## src/rtl/srs_pkg.sv

```systemverilog
package srs_pkg;
  localparam int unsigned DW = 8;
  localparam int unsigned AW = 4;
  typedef logic [DW-1:0] byte_t;
  typedef logic [AW-1:0] addr_t;
  typedef struct packed {
    logic  en_n;
    logic  rw;
    addr_t addr;
  } bus_ctl_t;
endpackage

```

## src/rtl/srs_sync.sv

```systemverilog
module srs_sync #(
  parameter int unsigned W = 1,
  parameter logic [W-1:0] RST_VAL = '0
) (
  input  logic         clk,
  input  logic         rst_n,
  input  logic [W-1:0] d,
  output logic [W-1:0] q
);
  logic [W-1:0] stage1;
  always_ff @(posedge clk or negedge rst_n) begin
    if (!rst_n) begin
      stage1 <= RST_VAL;
      q      <= RST_VAL;
    end else begin
      stage1 <= d;
      q      <= stage1;
    end
  end
endmodule

```

## src/rtl/srs_status.sv

```systemverilog
module srs_status #(
  parameter int unsigned NFLAG = 4
) (
  input  logic             clk,
  input  logic             rst_n,
  input  logic [NFLAG-1:0] evt,
  input  logic             stat_rd,
  output logic [NFLAG-1:0] snap,
  output logic             irq_n
);
  logic [NFLAG-1:0] pending, pend_nxt;
  logic             stat_rd_d;
  logic             rd_end;

  assign rd_end = stat_rd_d & ~stat_rd;

  always_comb begin
    pend_nxt = pending;
    if (rd_end) pend_nxt = pend_nxt & ~snap;
    pend_nxt = pend_nxt | evt;
  end

  always_ff @(posedge clk or negedge rst_n) begin
    if (!rst_n) begin
      pending   <= '0;
      snap      <= '0;
      stat_rd_d <= 1'b0;
    end else begin
      pending   <= pend_nxt;
      stat_rd_d <= stat_rd;
      if (!stat_rd) snap <= pend_nxt;
    end
  end

  assign irq_n = ~|pending;
endmodule

```

## src/rtl/srs_regbank.sv

```systemverilog
module srs_regbank
  import srs_pkg::*;
#(
  parameter int unsigned NUM_RW    = 6,
  parameter int unsigned NFLAG     = 4,
  parameter int unsigned STAT_ADDR = 0
) (
  input  logic               clk,
  input  logic               rst_n,
  input  logic               we,
  input  addr_t              addr,
  input  byte_t              wdata,
  input  logic [NFLAG-1:0]   stat,
  output byte_t              rdata,
  output logic [DW*NUM_RW-1:0] regs_flat
);
  byte_t regs [NUM_RW];

  for (genvar k = 0; k < NUM_RW; k++) begin : g_reg
    localparam addr_t MY_ADDR = addr_t'(k + 1);
    always_ff @(posedge clk or negedge rst_n) begin
      if (!rst_n)                     regs[k] <= '0;
      else if (we && addr == MY_ADDR) regs[k] <= wdata;
    end
    assign regs_flat[DW*k +: DW] = regs[k];
  end

  always_comb begin
    rdata = '1;
    if (addr == addr_t'(STAT_ADDR)) begin
      rdata = '0;
      rdata[NFLAG-1:0] = stat;
    end else begin
      for (int k = 0; k < NUM_RW; k++)
        if (addr == addr_t'(k + 1)) rdata = regs[k];
    end
  end
endmodule

```

## src/rtl/strobe_reg_slave.sv

```systemverilog
module strobe_reg_slave
  import srs_pkg::*;
#(
  parameter int unsigned NUM_RW    = 6,
  parameter int unsigned NFLAG     = 4,
  parameter int unsigned STAT_ADDR = 0
) (
  input  logic                   clk,
  input  logic                   rst_n,
  input  logic                   bus_en_n_i,
  input  logic                   bus_rw_i,
  input  logic [AW-1:0]          bus_addr_i,
  input  logic [DW-1:0]          host_d_i,
  output logic [DW-1:0]          host_d_o,
  output logic                   host_d_oe,
  input  logic [NFLAG-1:0]       evt_i,
  output logic                   irq_n,
  output logic [DW*NUM_RW-1:0]   regs_o
);
  localparam int unsigned CW = $bits(bus_ctl_t);
  localparam bus_ctl_t CTL_IDLE = '{en_n: 1'b1, rw: 1'b1, addr: '0};

  bus_ctl_t ctl_raw, ctl_s;
  logic     en_d;
  logic     en_fall, wr_commit, rd_active, stat_rd;
  logic [NFLAG-1:0] stat_snap;

  assign ctl_raw = '{en_n: bus_en_n_i, rw: bus_rw_i, addr: bus_addr_i};

  srs_sync #(.W(CW), .RST_VAL(CTL_IDLE)) u_sync (
    .clk(clk), .rst_n(rst_n), .d(ctl_raw), .q(ctl_s)
  );

  always_ff @(posedge clk or negedge rst_n) begin
    if (!rst_n) en_d <= 1'b1;
    else        en_d <= ctl_s.en_n;
  end

  assign en_fall   = en_d & ~ctl_s.en_n;
  assign wr_commit = en_fall & ~ctl_s.rw & (ctl_s.addr != addr_t'(STAT_ADDR));
  assign rd_active = ~ctl_s.en_n & ctl_s.rw;
  assign stat_rd   = rd_active & (ctl_s.addr == addr_t'(STAT_ADDR));

  srs_status #(.NFLAG(NFLAG)) u_status (
    .clk(clk), .rst_n(rst_n), .evt(evt_i), .stat_rd(stat_rd),
    .snap(stat_snap), .irq_n(irq_n)
  );

  srs_regbank #(.NUM_RW(NUM_RW), .NFLAG(NFLAG), .STAT_ADDR(STAT_ADDR)) u_bank (
    .clk(clk), .rst_n(rst_n), .we(wr_commit), .addr(ctl_s.addr),
    .wdata(host_d_i), .stat(stat_snap), .rdata(host_d_o), .regs_flat(regs_o)
  );

  assign host_d_oe = rd_active;
endmodule

```

## config.mk

```make
export PLATFORM = sky130hd
export DESIGN_NAME = strobe_reg_slave
export DESIGN_NICKNAME = d
export VERILOG_FILES = /design/src/rtl/srs_pkg.sv /design/src/rtl/srs_sync.sv /design/src/rtl/srs_status.sv /design/src/rtl/srs_regbank.sv /design/src/rtl/strobe_reg_slave.sv
export SDC_FILE = /design/constraint.sdc
export NUM_CORES = 1
export LEC_CHECK = 0
export BUFFER_PORTS_ARGS = -buffer_cell sky130_fd_sc_hd__buf_4
export CORE_MARGIN = 5
export CORE_UTILIZATION = 45
export DETAILED_ROUTE_END_ITERATION = 8
export PLACE_DENSITY = 0.74
export SLEW_MARGIN = 20
export SYNTH_ARGS = -nofsm -noshare
export SYNTH_HDL_FRONTEND = slang
export SYNTH_HIERARCHICAL = 1
export SYNTH_SLANG_ARGS = --single-unit
```

## constraint.sdc

```tcl
create_clock -name clk -period 3.5 [get_ports clk]
set_input_delay 0.175 -clock clk [delete_from_list [all_inputs] [get_ports clk]]
set_output_delay 0.175 -clock clk [all_outputs]
set_load 0.005 [all_outputs]
```

==> results of run 1 <==
==> cell type report <==
cell class / instances / area share, %
Clock inverter: 5 / 1.21
Clock buffer: 11 / 3.18
Sequential cell: 70 / 42.6
Multi-Input combinational cell: 169 / 32.1
Timing Repair Buffer: 89 / 16.6
Inverter: 16 / 1.45
Tap cell: 96 / 2.91
==> state kept, by name, summed over array words and instances, names as in the netlist <==
name                cells
u_status/pending        4
en_d                    1
u_bank/regs_flat       48
u_sync/q                6
u_sync/stage1           6
u_status/snap           4
u_status/stat_rd_d      1
==> cell families after synthesis <==
| kind of cell | after synthesis | share of synthesized area (%) |
|---|---|---|
| buf+inv | 30 | 4.12 |
| flops | 70 | 54.7 |
| mux | 44 | 15.4 |
| simple gates | 57 | 11.6 |
| compound gates | 68 | 14.2 |
==> cells in the mapped netlist <==
| cell | count |
|---|---|
| nor3b_2 | 1 |
| nor2b_1 | 7 |
| o21ai_0 | 16 |
| nor4_1 | 2 |
| dfstp_2 | 5 |
| buf_6 | 1 |
| dfrtp_1 | 65 |
| mux2_2 | 44 |
| inv_1 | 16 |
| nand3_2 | 2 |
| and3_1 | 1 |
| a21oi_1 | 16 |
| a2bb2oi_1 | 4 |
| nand3b_4 | 1 |
| nor3b_1 | 1 |
| nand3_1 | 5 |
| a32oi_1 | 4 |
| or4_4 | 1 |
| o221ai_1 | 4 |
| buf_2 | 10 |
| nor2_1 | 4 |
| a21o_1 | 4 |
| clkbuf_1 | 3 |
| nand3b_1 | 4 |
| a22oi_1 | 4 |
| nor3b_4 | 2 |
| and2_1 | 1 |
| nor3_2 | 1 |
| nand2_1 | 14 |
| nand2b_1 | 8 |
| a211oi_1 | 4 |
| o31a_1 | 4 |
| a21boi_1 | 4 |
| o2111ai_1 | 4 |
| or2b_1 | 1 |
| or2_2 | 1 |
==> final timing paths <==
check / to / slack (ns) / cells after the start
max: host_d_o[0] / 0.91 / 6
min: u_status/pending[2] / 0.02 / 2
max reg2reg: u_bank/regs_flat[25] / 1.00 / 5
min reg2reg: u_sync/q[1] / 0.34 / 0
max in group asynchronous: u_status/pending[0] / 2.43 / 2
min in group asynchronous: u_bank/regs_flat[4] / 0.49 / 2
==> report_power, final <==
part	switching [µW]	internal [µW]
Combinational	145	216
Sequential	80.3	902
Clock	290	325
Total	516	1440
==> layer usage <==
metal | up-vias | track usage, % | share of wire [%]
met2 | 94 | 29.4 | 47
met5 | - | 0 | 0
met3 | 15 | 4.38 | 6.7
met4 | 0 | 8.65 | 1.7
li1 | 1148 | - | -
met1 | 1210 | 25.2 | 44
==> metrics by stage <==
step	std cells	cell area (µm²)	setup WS [ns]	hold slack, ns
floorplan	269	3220	1.55	-0.121
global placement	433	3880	1.13	0.284
detailed placement	433	3880	1.02	0.285
CTS	456	4130	0.941	0.00448
global route	456	4130	0.786	0.0189
finish	456	4130	0.907	0.0236
==> worst register-to-register path, cell delays in order, from the launching register on <==
cell      delay, ns
dfrtp_1        0.67
or4_4          0.24
and3_1         0.29
nand3b_4       0.15
nor3_2         0.63
mux2_2         0.41
==> timing repair <==
item / 4_1_cts / 5_1_grt
setup endpoints to repair: 0 / 0
gates resized for setup: 0 / 0
hold buffers: 7 / 0
endpoints found under the hold margin: 71 / 0
==> Flow_metrics.wiki, run 1 <==
{| class="wikitable"
! Metric !! Value
|-
| Number of buffers created by CTS || 9
|-
| Hold path startpoint || evt_i[2]
|-
| Delay-heaviest family, CP || compound AO/OA/AOI/OAI gates
|-
| Worst hold-check path type || input port to flip-flop
|-
| Maximum ir drop on the vdd rail || 0.253 mV
|-
| Commonest non-fill, non-tap cell in the layout || buf_4
|-
| GRT Total Usage || between 10% and 20%
|-
| Maximum number of pins on one net before global-route repair || 71
|-
| Synthesis-stage register bit count || 70
|-
| # H-tree levels || 3
|-
| Total clock sinks || 70
|-
| Crit path max-delay cell type || dfrtp_1
|-
| Clock latency reported for the late side of the worst-skew pair || ~0.34 ns
|-
| Worst-path fanout max || 17
|-
| Routed wire length || between 8 and 9 mm
|-
| Portion of synthesized cell area occupied by the leading cell type || 50.6%
|-
| Mapped Nets || approximately 290
|-
| 1st-iter DRT viols || between 100 and 150
|-
| Total power density per cell area || around 470 nW/µm²
|-
| RSZ-0062 raised after global routing || false
|-
| Multi-input gate area || between 1000 and 1500 µm²
|-
| Maximum root-to-sink buffer count || 2
|-
| Die X-Extent || between 90 and 100 µm
|-
| Top cell type by total area after synthesis || dfrtp_1
|-
| Data required time at the worst endpoint || approximately 3.3 ns
|-
| Diode insertion count for antenna repair || 0
|-
| Port-buffer cells || 77
|-
| Headroom to the max-slew limit || a little over two fifths
|-
| Fraction of final layout cells with drive strength greater than 1 || a little over two fifths
|-
| Layout net count || between 300 and 400
|-
| Remaining routing DRC violations || 0
|-
| Number of detailed-routing iterations run before antenna repair || 5
|-
| Initial antenna violation count || 0
|-
| Crit path launch type || flip-flop
|-
| Highest attainable clock frequency || roughly 390 MHz
|-
| Setup crit end kind || primary output
|-
| Total power draw || slightly below 2000 µW
|-
| Vias/cell || between 5 and 6
|-
| Final setup violation count || 0
|-
| Detailed-placement wirelength estimate || 5.57 mm
|-
| Wire per inst || ~18 µm
|-
| Final Wtd Congestion || ~0.86
|-
| Synth Cell Area || between 3000 and 4000 µm²
|-
| Top cells by area, synth || dfrtp_1, mux2_2, dfstp_2
|-
| Root buffer cell || clkbuf_8
|-
| Number of vias after detailed routing || around 2,500
|-
| Yosys cell types || 36
|-
| Sequential share of the synthesized area || between 50% and 60%
|-
| Origin of the worst setup path || u_sync/q[2]
|-
| Die Y-Extent || 94.5 µm
|-
| Critical path class || flip-flop to primary output
|-
| Die Outline Area || 8940 µm²
|-
| Clock Skews || roughly 0.015 ns
|-
| Post-Synthesis Cells || between 200 and 300
|-
| Sequential Area || roughly 1800 µm²
|-
| Buffers inserted during post-CTS setup optimization || 0
|-
| GRT Residual Overflow || 0
|-
| Number of max-capacitance violations reported || 0
|-
| Worst-path cell chain || nor2_1, buf_4, o21ai_0, a211oi_1, o221ai_1, buf_4
|-
| Most prevalent standard cell on the critical path || buf_4
|-
| Leak Pwr || about 0.0018 µW
|-
| Number of ports placed on the die boundary || a little under 80
|-
| Worst flop-to-flop path startpoint || u_sync/q[2]
|-
| Final number of max-transition violations || 0
|-
| TritonCTS clock tree || done
|-
| Stage delay of the slowest cell on the critical path || 0.57 ns
|-
| Outcome || completed
|-
| Final total negative setup slack || 0 ns
|-
| Final hold vios || 0
|-
| Std cell rows || 30
|-
| Filler Cells Inserted || roughly 590
|-
| Final critical-path share of the clock period || 74.1%
|-
| Total buffers and inverters traversed by the critical path || 2
|-
| Wire length of the first global-routing pass || 12.8 mm
|-
| Final period demand of the worst path || between 2 and 3 ns
|-
| Worst path arrival time || 2.42 ns
|-
| Number of nets with antenna violations after routing || 0
|-
| Commonest cells after routing, fill and taps aside || buf_4, dfrtp_1, mux2_2
|-
| Clock Pin Slew Worst Setup and Hold Paths || roughly 0.070 ns
|-
| Final core utilization || about 60%
|-
| Initial Util || approximately 47%
|-
| Avg Inst Size Synth || approximately 12 µm²
|-
| Worst Tran Pin Value || between 0.8 and 0.9 ns
|-
| Via count of the first global-routing pass || between 2,000 and 2,500
|-
| Core area || a little under 7000 µm²
|-
| Count of yosys warnings during synthesis || 6
|-
| Synth-to-Final Area Change || 28.4%
|}
No activity file was read; power rests on OpenSTA's default activity.
==> inputs of run 2 (changes only) <==
--- a/config.mk
+++ b/config.mk
@@ -5,11 +5,12 @@
 export SDC_FILE = /design/constraint.sdc
 export NUM_CORES = 1
 export LEC_CHECK = 0
+export ABC_AREA = 1
 export BUFFER_PORTS_ARGS = -buffer_cell sky130_fd_sc_hd__buf_4
 export CORE_MARGIN = 5
 export CORE_UTILIZATION = 45
 export DETAILED_ROUTE_END_ITERATION = 8
-export PLACE_DENSITY = 0.74
+export PLACE_DENSITY = 0.76
 export SLEW_MARGIN = 20
 export SYNTH_ARGS = -nofsm -noshare
 export SYNTH_HDL_FRONTEND = slang
==> constraint.sdc (replaced) <==
create_clock -name clk -period 2.24 [get_ports clk]
set_input_delay 0.112 -clock clk [delete_from_list [all_inputs] [get_ports clk]]
set_output_delay 0.112 -clock clk [all_outputs]
set_load 0.005 [all_outputs]
==> run 2 against run 1 <==
  * Clock power grew 47%
  * Register-to-register slack lost 0.44 ns
  * Hold slack gained 0.11 ns
  * Worst setup slack lost 0.75 ns
  * Combinational power grew 94%
  * Largest cell class unchanged
  * Largest power group unchanged
  * Highest routed layer unchanged
==> Flow_metrics.wiki, run 2 <==
{| class="wikitable"
! Metric !! Value
|-
| Final hold vios || 0 (unchanged)
|-
| GRT Residual Overflow || 0 (unchanged)
|-
| Xor and xnor area share after synthesis || 0% (unchanged)
|-
| Detailed-placement wirelength estimate || 5.79 mm (+3.9%)
|-
| TritonCTS clock tree || done
|-
| Diode insertion count for antenna repair || 0 (unchanged)
|-
| Setup crit end kind || primary output
|-
| Worst-path fanout max || 9 (-8)
|-
| Worst-path cell chain || nor2_1, nand2_1, nand2_1, inv_1, nand4_1, nand2_1, buf_4
|-
| Synth-to-Final Area Change || 27.0%
|-
| Vias/cell || 4.94 (-8.7%)
|-
| Outcome || completed
|-
| Highest attainable clock frequency || about 480 MHz
|-
| Total power density per cell area || 758 nW/µm² (+60%)
|-
| Die Y-Extent || 96.0 µm (+1.5%)
|-
| Fraction of final layout cells with drive strength greater than 1 || 34.5% (-8.3 points)
|-
| Final total negative setup slack || 0 ns (unchanged)
|-
| Maximum number of pins on one net before global-route repair || 71 (unchanged)
|-
| Cell with the most instances after synthesis || nand2_1
|-
| Layout net count || 462 (+23%)
|-
| Top cell type by total area after synthesis || dfrtp_1
|-
| Routed wire length || 7.93 mm (-2.6%)
|-
| Synthesis-stage register bit count || 70 (unchanged)
|-
| Yosys cell types || 23 (-36%)
|-
| Leak Pwr || 0.00207 µW (+13%)
|-
| Root buffer cell || clkbuf_8
|-
| 1st-iter DRT viols || 166 (+47%)
|-
| Mapped Nets || 370 (+28%)
|-
| Data required time at the worst endpoint || 2.13 ns (-1.19 ns)
|-
| Initial antenna violation count || 0 (unchanged)
|-
| Clock Skews || 0.00579 ns (-0.00920 ns)
|-
| Final number of max-transition violations || 0 (unchanged)
|-
| Count of yosys warnings during synthesis || 6 (unchanged)
|-
| Avg Inst Size Synth || 9.50 µm² (-21%)
|-
| Number of nets with antenna violations after routing || 0 (unchanged)
|-
| Asr flop ratio synth || 100% (unchanged)
|-
| Post-Synthesis Cells || 350 (+30%)
|-
| Wire per inst || 14.5 µm (-19%)
|-
| Maximum root-to-sink buffer count || 2 (unchanged)
|-
| Number of buffers created by CTS || 9 (unchanged)
|-
| Critical path class || flip-flop to primary output
|-
| Most instantiated flip-flop cell in the synthesis netlist || dfrtp_1
|-
| Delay-heaviest family, CP || simple AND/OR/NAND/NOR gates
|-
| GR met2 Demand/Resource || 29.6% (+0.27 points)
|-
| Final period demand of the worst path || around 2.1 ns
|-
| Via count of the first global-routing pass || 2,630 (+6.5%)
|-
| Maximum ir drop on the vdd rail || 0.420 mV (+66%)
|-
| Final setup violation count || 0 (unchanged)
|-
| Clock latency reported for the late side of the worst-skew pair || 0.34 ns (about the same)
|-
| Multi-input gate area || 1330 µm² (about the same)
|-
| Die Outline Area || 9210 µm² (+3.0%)
|-
| Port-buffer cells || 77 (unchanged)
|-
| Wire length of the first global-routing pass || 12.8 mm (-0.37%)
|-
| Post-synthesis share of cell area spent on and, or, nand and nor gates || 27.4% (+16 points)
|-
| Hold slack || 0.138 ns (+0.114 ns)
|-
| Commonest cells after routing, fill and taps aside || nand2_1, buf_4, dfrtp_1
|-
| Headroom to the max-slew limit || 42.2% (+0.34 points)
|-
| Initial Util || 46.1% (-0.73 points)
|-
| Number of ports placed on the die boundary || 78 (unchanged)
|-
| Final Wtd Congestion || 0.883 (+2.7%)
|-
| Synth Cell Area || 3320 µm² (+3.4%)
|-
| Most common library cells after synthesis || nand2_1, dfrtp_1, o21ai_2
|-
| Total clock sinks || 70 (unchanged)
|-
| Stage delay of the slowest cell on the critical path || 0.46 ns (-0.11 ns)
|-
| Filler Cells Inserted || 644 (+8.6%)
|-
| Worst hold-check path type || input port to flip-flop
|-
| Crit path max-delay cell type || dfrtp_1
|-
| Fraction of synthesized area in multiplexers || 0% (-15 points)
|-
| Sequential share of the synthesized area || 52.9% (-1.8 points)
|-
| Sequential Area || 1760 µm² (unchanged)
|-
| Main combinational cell family by area after synthesis || simple AND/OR/NAND/NOR gates
|-
| Global routing's busiest layer || met2
|-
| Remaining routing DRC violations || 0 (unchanged)
|-
| Worst path arrival time || 1.97 ns (-0.45 ns)
|-
| Fraction of the mapped netlist area in adder cells || 0% (unchanged)
|-
| Worst Tran Pin Value || 0.867 ns (-0.00505 ns)
|-
| Crit path launch type || flip-flop
|-
| Number of vias after detailed routing || 2,696 (+9.3%)
|-
| Top cells by area, synth || dfrtp_1, nand2_1, o21ai_2
|-
| Clock Pin Slew Worst Setup and Hold Paths || 0.07 ns (about the same)
|-
| Number of max-capacitance violations reported || 0 (unchanged)
|-
| Number of detailed-routing iterations run before antenna repair || 4 (-1)
|-
| Die X-Extent || 96.0 µm (+1.5%)
|-
| Std cell rows || 31 (+3.3%)
|-
| GR met3 Demand/Resource || 4.85% (+0.47 points)
|-
| Portion of synthesized cell area occupied by the leading cell type || 48.9% (-1.7 points)
|-
| Number of flops mapped to enable cells by yosys || 0 (unchanged)
|-
| GRT Total Usage || 18.4% (-0.49 points)
|-
| # H-tree levels || 3 (unchanged)
|-
| RSZ-0062 raised after global routing || false
|-
| Core area || 7210 µm² (+5.0%)
|-
| Fraction of the mapped netlist area in compound gates || 12.5% (-1.6 points)
|-
| Met1 Resource Use GR || 23.4% (-1.9 points)
|-
| Final critical-path share of the clock period || about 93%
|-
| Commonest non-fill, non-tap cell in the layout || nand2_1
|-
| Most prevalent standard cell on the critical path || nand2_1
|-
| Total buffers and inverters traversed by the critical path || 2 (unchanged)
|-
| Number of flip-flops in the largest register || 48 (unchanged)
|}
[run 2: kinds of logic after synthesis]
group           Yosys count
flops                    70
simple gates            177
buf+inv                  45
compound gates           58
[run 2: final timing paths]
| kind | start | endpoint | slack (ns) | depth (start not counted) |
|---|---|---|---|---|
| setup / recovery | u_sync/q[1] | host_d_o[3] | 0.16 | 7 |
| hold / removal | host_d_i[6] | u_bank/regs_flat[22] | 0.14 | 3 |
| setup reg to reg | u_sync/q[3] | u_bank/regs_flat[18] | 0.56 | 8 |
| hold reg to reg | u_sync/stage1[5] | u_sync/q[5] | 0.36 | 0 |
| max in group asynchronous | rst_n | u_bank/regs_flat[22] | 1.25 | 2 |
| min in group asynchronous | rst_n | u_status/pending[1] | 0.43 | 2 |
[run 2: per-layer routing]
layer / vias to the layer above / wire (µm)
met5: - / 0
li1: 1308 / -
met2: 80 / 3940
met3: 16 / 488
met1: 1292 / 3320
met4: 0 / 182
[run 2: per-stage QoR]
| stage | setup slack, ns | instances | util (%) | total power (µW) | area (µm²) |
|---|---|---|---|---|---|
| floorplan | 0.298 | 350 | - | 1900 | 3320 |
| global placement | 0.613 | 519 | 54.6 | 2290 | 3940 |
| detailed placement | 0.562 | 519 | 54.6 | 2320 | 3940 |
| CTS | 0.177 | 546 | 58.5 | 3230 | 4220 |
| global route | 0.0473 | 546 | 58.5 | 3390 | 4220 |
| finish | 0.156 | 546 | 58.5 | 3200 | 4220 |
[run 2: tightest hold or removal path, cell delays in order]
cell and delay, ns:
buf_4 0.07, inv_1 0.11, o21ai_2 0.15
[run 2: power by group]
group          total [µW]  switching, µW  internal, µW
registers            1600            153          1440
clock network         904            479           425
logic                 699            314           385
[run 2: final cells by class]
cell class,count,area share (%)
Clock buffer,10,3.26
Clock inverter,6,0.889
Inverter,36,3.20
Multi-Input combinational cell,235,31.4
Sequential cell,70,41.6
Tap cell,99,2.93
Timing Repair Buffer,90,16.7
[run 2: timing repair]
action	in CTS	in global routing
setup endpoints to repair	0	0
buffers inserted	0	0
gates resized for setup	0	0
endpoints found under the hold margin	75	0
hold buffers	11	0
